===== config.mk =====
export PLATFORM = sky130hd
export DESIGN_NAME = hib_seq
export DESIGN_NICKNAME = d
export VERILOG_FILES = /design/src/rtl/hib_pkg.sv /design/src/rtl/hib_regs.sv /design/src/rtl/hib_fsm.sv /design/src/rtl/hib_seq.sv
export SDC_FILE = /design/constraint.sdc
export NUM_CORES = 1
export LEC_CHECK = 0
export ABC_AREA = 1
export BUFFER_PORTS_ARGS = -buffer_cell sky130_fd_sc_hd__buf_2
export CAP_MARGIN = 20
export CORE_ASPECT_RATIO = 0.6
export CORE_MARGIN = 1
export CORE_UTILIZATION = 26
export CTS_CLUSTER_SIZE = 28
export DETAILED_ROUTE_END_ITERATION = 10
export GPL_ROUTABILITY_DRIVEN = 0
export PLACE_DENSITY_LB_ADDON = 0.08
export SLEW_MARGIN = 20
export SYNTH_ARGS = -nofsm -noshare
export SYNTH_HDL_FRONTEND = slang
export SYNTH_SLANG_ARGS = --single-unit
export TNS_END_PERCENT = 50

===== constraint.sdc =====
create_clock -name clk_i -period 1.7 [get_ports clk_i]
set_clock_uncertainty 0.1 [all_clocks]
set_input_delay 0.085 -clock clk_i [delete_from_list [all_inputs] [get_ports clk_i]]
set_output_delay 0.085 -clock clk_i [all_outputs]
set_load 0.1 [all_outputs]

===== src/rtl/hib_pkg.sv =====
package hib_pkg;
  typedef enum logic [1:0] {
    ST_RUN  = 2'd0,
    ST_HIB  = 2'd1,
    ST_FILT = 2'd2,
    ST_HOLD = 2'd3
  } hib_state_e;
endpackage


===== src/rtl/hib_regs.sv =====
module hib_regs #(
  parameter int DATA_W   = 32,
  parameter int ADDR_W   = 6,
  parameter logic [ADDR_W-1:0] OFS_HIB  = 6'h20,
  parameter logic [ADDR_W-1:0] OFS_FILT = 6'h24,
  parameter logic [ADDR_W-1:0] OFS_RST  = 6'h28,
  parameter int FILT_MSB = 15,
  parameter int FILT_LSB = 5,
  parameter int RST_MSB  = 11,
  parameter int RST_LSB  = 5,
  localparam int CNT_W   = ((FILT_MSB > RST_MSB) ? FILT_MSB : RST_MSB) + 1
) (
  input  logic              clk_i,
  input  logic              rst_ni,
  input  logic              we_i,
  input  logic [ADDR_W-1:0] addr_i,
  input  logic [DATA_W-1:0] wdata_i,
  output logic [DATA_W-1:0] rdata_o,
  input  logic              run_i,
  output logic              hib_req_o,
  output logic [CNT_W-1:0]  filt_ticks_o,
  output logic [CNT_W-1:0]  hold_ticks_o
);
  logic [FILT_MSB:FILT_LSB] filt_q;
  logic [RST_MSB:RST_LSB]   hold_q;

  // fields are frozen once a sequence is under way
  always_ff @(posedge clk_i or negedge rst_ni) begin
    if (!rst_ni) begin
      filt_q <= '0;
      hold_q <= '0;
    end else if (we_i && run_i) begin
      if (addr_i == OFS_FILT) filt_q <= wdata_i[FILT_MSB:FILT_LSB];
      if (addr_i == OFS_RST)  hold_q <= wdata_i[RST_MSB:RST_LSB];
    end
  end

  assign hib_req_o    = we_i && (addr_i == OFS_HIB) && wdata_i[0];
  assign filt_ticks_o = CNT_W'({filt_q, {FILT_LSB{1'b0}}});
  assign hold_ticks_o = CNT_W'({hold_q, {RST_LSB{1'b0}}});

  always_comb begin
    rdata_o = '0;
    if (addr_i == OFS_HIB)  rdata_o[0] = ~run_i;
    if (addr_i == OFS_FILT) rdata_o[FILT_MSB:FILT_LSB] = filt_q;
    if (addr_i == OFS_RST)  rdata_o[RST_MSB:RST_LSB] = hold_q;
  end

  assert_fields_frozen_R9: assert property (@(posedge clk_i) disable iff (!rst_ni)
    !run_i |=> ($stable(filt_q) && $stable(hold_q)));
endmodule


===== src/rtl/hib_fsm.sv =====
module hib_fsm
  import hib_pkg::*;
#(
  parameter int CNT_W = 16
) (
  input  logic             clk_i,
  input  logic             rst_ni,
  input  logic             hib_req_i,
  input  logic             wake_i,
  input  logic [CNT_W-1:0] filt_ticks_i,
  input  logic [CNT_W-1:0] hold_ticks_i,
  output logic             run_o,
  output logic             pwr_en_o,
  output logic             rst_no
);
  hib_state_e       state_q, state_d;
  logic [CNT_W-1:0] cnt_q, cnt_d;

  always_comb begin
    state_d = state_q;
    cnt_d   = cnt_q;
    unique case (state_q)
      ST_RUN: if (hib_req_i) begin
        state_d = ST_HIB;
        cnt_d   = '0;
      end
      ST_HIB: if (wake_i) begin
        state_d = ST_FILT;
        cnt_d   = '0;
      end
      ST_FILT: begin
        if (!wake_i) begin
          state_d = ST_HIB;
          cnt_d   = '0;
        end else if (cnt_q == filt_ticks_i) begin
          state_d = ST_HOLD;
          cnt_d   = '0;
        end else begin
          cnt_d = cnt_q + 1'b1;
        end
      end
      ST_HOLD: begin
        if (cnt_q == hold_ticks_i) begin
          state_d = ST_RUN;
          cnt_d   = '0;
        end else begin
          cnt_d = cnt_q + 1'b1;
        end
      end
      default: begin
        state_d = ST_RUN;
        cnt_d   = '0;
      end
    endcase
  end

  always_ff @(posedge clk_i or negedge rst_ni) begin
    if (!rst_ni) begin
      state_q <= ST_RUN;
      cnt_q   <= '0;
    end else begin
      state_q <= state_d;
      cnt_q   <= cnt_d;
    end
  end

  assign run_o    = (state_q == ST_RUN);
  assign pwr_en_o = (state_q != ST_HIB) && (state_q != ST_FILT);
  assign rst_no   = (state_q != ST_HOLD);

  assert_enter_hib_R2: assert property (@(posedge clk_i) disable iff (!rst_ni)
    (state_q == ST_RUN && hib_req_i) |=> !pwr_en_o);
  assert_filter_bound_R5: assert property (@(posedge clk_i) disable iff (!rst_ni)
    (state_q == ST_FILT) |-> (cnt_q <= filt_ticks_i));
  assert_drop_restarts_R6: assert property (@(posedge clk_i) disable iff (!rst_ni)
    (state_q == ST_FILT && !wake_i) |=> (state_q == ST_HIB && cnt_q == '0));
  assert_hold_powered_R7: assert property (@(posedge clk_i) disable iff (!rst_ni)
    !rst_no |-> pwr_en_o);
  assert_hold_bound_R7: assert property (@(posedge clk_i) disable iff (!rst_ni)
    (state_q == ST_HOLD) |-> (cnt_q <= hold_ticks_i));
endmodule


===== src/rtl/hib_seq.sv =====
module hib_seq #(
  parameter int DATA_W   = 32,
  parameter int ADDR_W   = 6,
  parameter logic [ADDR_W-1:0] OFS_HIB  = 6'h20,
  parameter logic [ADDR_W-1:0] OFS_FILT = 6'h24,
  parameter logic [ADDR_W-1:0] OFS_RST  = 6'h28,
  parameter int FILT_MSB = 15,
  parameter int FILT_LSB = 5,
  parameter int RST_MSB  = 11,
  parameter int RST_LSB  = 5
) (
  input  logic              clk_i,
  input  logic              rst_ni,
  input  logic              reg_we_i,
  input  logic [ADDR_W-1:0] reg_addr_i,
  input  logic [DATA_W-1:0] reg_wdata_i,
  output logic [DATA_W-1:0] reg_rdata_o,
  input  logic              wake_i,
  output logic              pwr_en_o,
  output logic              rst_no
);
  localparam int CNT_W = ((FILT_MSB > RST_MSB) ? FILT_MSB : RST_MSB) + 1;

  logic             run, hib_req;
  logic [CNT_W-1:0] filt_ticks, hold_ticks;
  logic             unused_wdata;

  assign unused_wdata = ^reg_wdata_i;

  hib_regs #(
    .DATA_W(DATA_W), .ADDR_W(ADDR_W),
    .OFS_HIB(OFS_HIB), .OFS_FILT(OFS_FILT), .OFS_RST(OFS_RST),
    .FILT_MSB(FILT_MSB), .FILT_LSB(FILT_LSB),
    .RST_MSB(RST_MSB), .RST_LSB(RST_LSB)
  ) u_regs (
    .clk_i(clk_i), .rst_ni(rst_ni),
    .we_i(reg_we_i), .addr_i(reg_addr_i), .wdata_i(reg_wdata_i),
    .rdata_o(reg_rdata_o), .run_i(run), .hib_req_o(hib_req),
    .filt_ticks_o(filt_ticks), .hold_ticks_o(hold_ticks)
  );

  hib_fsm #(.CNT_W(CNT_W)) u_fsm (
    .clk_i(clk_i), .rst_ni(rst_ni),
    .hib_req_i(hib_req), .wake_i(wake_i),
    .filt_ticks_i(filt_ticks), .hold_ticks_i(hold_ticks),
    .run_o(run), .pwr_en_o(pwr_en_o), .rst_no(rst_no)
  );
endmodule


==> flow_summary.json, run 1 <==
{
  "status": "finished, final reports clean",
  "cts_tree": "done",
  "dieArea_um2": 10500,
  "grt_max_degree": 23,
  "clkTransAtPathRegs_ns": 0.06,
  "die_x_um": 131,
  "maxSlewHeadroom_pct": 65.1,
  "p_clk_share_pct": 23.4,
  "synth.largest_area_cell": "dfrtp_1",
  "instances_no_fill": 611,
  "grt_pass1_vias": 2397,
  "p_seq_share_pct": 25.4,
  "vdd_drop_max_mv": 0.893,
  "grtUsageTotal_pct": 15.8,
  "synth_async_sr_flop_share_pct": 100,
  "antenna_found_initial": 0,
  "synthFlopType": "dfrtp_1",
  "ys_seq_elements": 36,
  "combPwrFrac_pct": 51.1,
  "yosysSeqAreaShare_pct": 34.5,
  "max_freq_ghz": 0.590,
  "diodes": 0,
  "drive_above_1_share_pct": 31.6,
  "cp.required_ns": 1.78,
  "final-hold-violation-count": 0,
  "syn_to_final_growth_pct": 45.0,
  "portBuffers": 35,
  "vias": 2535,
  "critPathBufInv": 2,
  "critPathLaunchType": "flip-flop",
  "avgSynthCellArea_um2": 6.64,
  "switching_share_pct": 43.9,
  "ant_nets": 0,
  "crit_type": "reg2reg",
  "drc_errors": 0,
  "hold_path_class": "in2reg",
  "setup_tns_ns": 0,
  "rsz0062_at_grt": "yes",
  "synth_area_um2": 2610,
  "synth-edff-count": 0,
  "cap_violations": 0,
  "slowest_delay_ns": 0.40,
  "place_area_um2": 3280,
  "mostFrequentLayoutCells": "nand2_1, inv_1, buf_4",
  "clk_path_buf_depth": 2,
  "min_period_over_period_pct": 99.6,
  "ys_types": 26,
  "dp_hpwl_um": 5930,
  "dp.cells": 580,
  "yosys.area.top_type_share_pct": 34.5,
  "crit_chain": "inv_2, ha_4, nand2_4, nor2_2, nand2_1, nor2_1, nand2_1, nand2_4, nand3_4, nand2_2, inv_2",
  "critPathTopFamily": "simple AND/OR/NAND/NOR gates",
  "intPower_uw": 2290,
  "cp.arrival_ns": 1.78,
  "die_h_um": 79.6,
  "p_sw_uw": 1800,
  "crit_fanout": 6,
  "fin_nets": 529,
  "drtIter0Drc": 117,
  "vias_per_cell": 4.15,
  "syn_inst": 393,
  "total_power_uw": 4090,
  "slew_viol_final": 0,
  "io_pins": 76,
  "fin_area_um2": 3780,
  "power_leakage_uw": 0.00197,
  "p_per_area_nw_per_um2": 1080,
  "final.min_clock_period_ns": 1.69,
  "finalSetupViolCount": 0,
  "synthTopCellsByArea": "dfrtp_1, nand2_1, inv_1",
  "yosysWarnings": 0,
  "wl_per_cell_um": 13.0,
  "overflow": 0,
  "initial_utilization_pct": 27.6,
  "worstSetupEndpointType": "flip-flop",
  "cts-root-buf": "clkbuf_16",
  "cp_slowest_cell": "dfrtp_1",
  "final_common_cell": "nand2_1",
  "row_count": 27,
  "worst_slack_ns": 0.00604,
  "clock-sinks": 36,
  "tightest_slew_ns": 0.523,
  "drtPass1Iterations": 4,
  "grt_pass1_wl_um": 12500,
  "coreArea_um2": 9460,
  "clk_latency_ns": 0.29,
  "cts_buffers": 5,
  "cts_max_level": 2,
  "wl_um": 7920,
  "dp_worst_setup_slack_ns": -0.0497
}
[worst register-to-register path, stage by stage (launching register included)]
cell and delay (ns):
dfrtp_1 0.40, inv_2 0.08, ha_4 0.13, nand2_4 0.06, nor2_2 0.07, nand2_1 0.10
nor2_1 0.12, nand2_1 0.10, nand2_4 0.11, nand3_4 0.16, nand2_2 0.12, inv_2 0.03
[stage by stage]
stage	hold slack [ns]	util [%]
CTS	0.118	38.2
global placement	-0.00285	34.7
finish	0.127	40.0
global route	0.179	40.0
floorplan	-0.311	-
detailed placement	-0.00889	34.7
[path summary, 6_finish.rpt]
kind,start,to,slack [ns],cells past startpoint
worst min-delay path,wake_i,u_fsm.cnt_q[4],0.13,5
worst min register to register,u_regs.hold_q[11],u_regs.hold_q[11],0.39,2
worst max register to register,u_fsm.cnt_q[0],u_fsm.cnt_q[6],0.006,11
max in group asynchronous,rst_ni,u_fsm.cnt_q[7],0.74,3
worst max-delay path,u_fsm.cnt_q[0],u_fsm.cnt_q[6],0.006,11
min in group asynchronous,rst_ni,u_regs.hold_q[8],0.20,2
[metal layers]
metal / wire [µm] / GRT usage (%) / up-vias / share of wire, %
li1: - / - / 1343 / -
met1: 4490 / 24.0 / 1137 / 57
met2: 3060 / 22.0 / 50 / 39
met3: 314 / 3.49 / 5 / 4.0
met4: 59 / 4.19 / 0 / 0.74
met5: 0 / 0 / - / 0
[layout make-up]
| class | count | area [µm²] |
|---|---|---|
| inverter | 70 | 272 |
| tap | 130 | 163 |
| clock buffer | 6 | 139 |
| fill | 998 | 5680 |
| clock inverter | 2 | 10.0 |
| multi-input combinational | 278 | 1460 |
| timing repair buffer | 89 | 833 |
| sequential | 36 | 910 |
[kinds of logic (layout without fill, tap and decap cells)]
kind of cell             after synthesis  in the layout  synth area share [%]
AND/OR/NAND/NOR                      211            212                  35.1
AO/OA/AOI/OAI                         34             34                  7.34
flip-flops                            36             36                  34.5
other                                  1             20                 0.144
XOR/XNOR                               5              5                  1.68
adder cells (fa/ha/maj)                7              7                  3.36
buffers and inverters                 99            167                  17.8
[power groups by stage]
stage,Clock (µW),Sequential [µW],Combinational [µW]
after floorplan,0,1040,1240
after global placement,0,1050,1800
after detailed placement,0,1050,1800
after CTS,990,1040,1930
after global routing,1020,1060,2260
final,959,1040,2090
[cell usage after synthesis (7+ instances only)]
master	count
ha_1	7
buf_4	20
nand3_1	29
a21oi_1	7
inv_1	59
nand2_2	7
inv_2	11
o21ai_0	20
nand2_1	116
nor2_1	39
nand4_1	9
dfrtp_1	36
[sequential cells by signal, indices dropped and copies added (netlist names)]
register / flops
u_fsm.cnt_q: 16
u_fsm.state_q: 2
u_regs.filt_q: 11
u_regs.hold_q: 7
[repair_timing]
item,in CTS,in global routing
hold endpoints to repair,35,0
gates resized for setup,14,36
hold buffers,12,0
gates cloned,1,0
buffers inserted,1,9
pin swaps,13,19
endpoints found under the setup margin,16,18
No activity file was read; power rests on OpenSTA's default activity.
==> run 2, diff against run 1 <==
Settings changed: SETUP_SLACK_MARGIN set to 0.2.
==> flow_summary.json, run 2 (same netlist as run 1, synthesis figures left out) <==
{
  "drc_errors": 0,
  "dp_hpwl_um": 6070,
  "intPower_uw": 2380,
  "dieArea_um2": 10500,
  "drtIter0Drc": 176,
  "total_power_uw": 4310,
  "die_h_um": 79.6,
  "rsz0062_at_grt": "yes",
  "cts_buffers": 5,
  "cts_max_level": 2,
  "antenna_found_initial": 0,
  "power_leakage_uw": 0.00203,
  "worstReg2RegStart": "u_fsm.cnt_q[1]",
  "place_area_um2": 3440,
  "dp_worst_setup_slack_ns": -0.0802,
  "io_pins": 76,
  "ant_nets": 0,
  "grtUsageTotal_pct": 16.7,
  "grt_pass1_wl_um": 13300,
  "fin_area_um2": 4050,
  "cp-startpoint": "u_fsm.cnt_q[1]",
  "overflow": 0,
  "vdd_drop_max_mv": 0.926,
  "row_count": 27,
  "p_sw_uw": 1930,
  "largest_reg_flops": 16,
  "combPwrFrac_pct": 53.6,
  "worst_slack_ns": 0.0216,
  "critPathLaunchType": "flip-flop",
  "cts-root-buf": "clkbuf_16",
  "status": "finished, final reports clean",
  "p_seq_share_pct": 24.3,
  "die_x_um": 131,
  "min_from": "wake_i",
  "finalSetupViolCount": 0,
  "clock-sinks": 36,
  "wl_um": 8190,
  "instances_no_fill": 621,
  "min_period_over_period_pct": 98.7,
  "cts_tree": "done",
  "p_clk_share_pct": 22.2,
  "finalCoreUtilization_pct": 42.8,
  "crit_fanout": 6,
  "mostFrequentLayoutCells": "nand2_1, inv_1, buf_4, dfrtp_1, nand3_1",
  "slew_viol_final": 0,
  "final.min_clock_period_ns": 1.68,
  "crit_type": "reg2reg",
  "cp.arrival_ns": 1.75,
  "coreArea_um2": 9460,
  "final_common_cell": "nand2_1",
  "switching_share_pct": 44.8,
  "tightest_slew_ns": 0.523,
  "fin_nets": 539,
  "clk_latency_ns": 0.29,
  "top_register": "u_fsm.cnt_q",
  "initial_utilization_pct": 27.6,
  "maxSlewHeadroom_pct": 65.1,
  "max_freq_ghz": 0.596,
  "dp.cells": 589,
  "vias": 2630,
  "reg_top3": "u_fsm.cnt_q (16), u_regs.filt_q (11), u_regs.hold_q (7)",
  "cp.required_ns": 1.77,
  "vias_per_cell": 4.24,
  "clk_path_buf_depth": 2,
  "diodes": 0,
  "clkTransAtPathRegs_ns": 0.06,
  "cap_violations": 0,
  "drtPass1Iterations": 4,
  "wl_per_cell_um": 13.2,
  "p_per_area_nw_per_um2": 1070,
  "grt_max_degree": 37,
  "grt_pass1_vias": 2441,
  "drive_above_1_share_pct": 38.3,
  "syn_to_final_growth_pct": 55.2,
  "worstSetupEndpointType": "flip-flop",
  "portBuffers": 35,
  "final-hold-violation-count": 0,
  "hold_path_class": "in2reg"
}
run 2: cell types whose count changed in the layout (fill, tap and decap cells not counted), sizes merged:
cell    previous run  this run
clkbuf             6         8
clkinv             2         0
inv               69        70
buf               77        86
run 2: stage by stage:
stage               hold slack [ns]  TNS (ns)
finish                       0.0869         0
global route                  0.126    -0.717
CTS                          0.0838         0
detailed placement           0.0896    -0.930
global placement             0.0884    -0.980
floorplan                    -0.311     -1.84
run 2: layout make-up:
class	instances	area, µm²
timing repair inverter	1	8.76
fill	1017	5410
clock buffer	8	146
inverter	70	274
timing repair buffer	98	907
multi-input combinational	278	1640
sequential	36	910
tap	130	163
run 2: power by group through the flow:
stage / Clock, µW / Sequential, µW / Combinational (µW)
after floorplan: 0 / 1040 / 1280
after global placement: 0 / 1050 / 1880
after detailed placement: 0 / 1050 / 1890
after CTS: 1000 / 1040 / 2020
after global routing: 1030 / 1060 / 2480
final: 957 / 1050 / 2310
run 2: critical path, cell delays in order, from the launching register on:
cell      delay, ns
dfrtp_1        0.38
inv_1          0.10
ha_4           0.15
nand2_4        0.05
nor2_2         0.09
nand3_2        0.09
o21bai_4       0.26
nand3_4        0.20
nand2_1        0.10
nand2_1        0.05
run 2: final timing paths:
| check | cells after the start | endpoint | slack [ns] |
|---|---|---|---|
| setup / recovery | 9 | u_fsm.state_q[1] | 0.02 |
| hold / removal | 5 | u_fsm.cnt_q[4] | 0.09 |
| setup reg to reg | 9 | u_fsm.state_q[1] | 0.02 |
| hold reg to reg | 2 | u_regs.filt_q[8] | 0.41 |
| max in group asynchronous | 3 | u_fsm.cnt_q[5] | 0.81 |
| min in group asynchronous | 3 | u_regs.filt_q[15] | 0.29 |
run 2: repair_timing:
item | 4_1_cts | 5_1_grt
gates resized for setup | 15 | 64
gates cloned | 1 | 1
hold endpoints to repair | 54 | 0
hold buffers | 12 | 0
pin swaps | 14 | 22
setup endpoints to repair | 19 | 38
buffers inserted | 1 | 9
run 2: per-layer routing:
| metal | global-route usage [%] | up-vias | part of all wire, % |
|---|---|---|---|
| li1 | - | 1366 | - |
| met1 | 26.6 | 1191 | 57 |
| met2 | 22.0 | 63 | 37 |
| met3 | 3.75 | 10 | 5.3 |
| met4 | 3.14 | 0 | 0.75 |
| met5 | 0 | - | 0 |
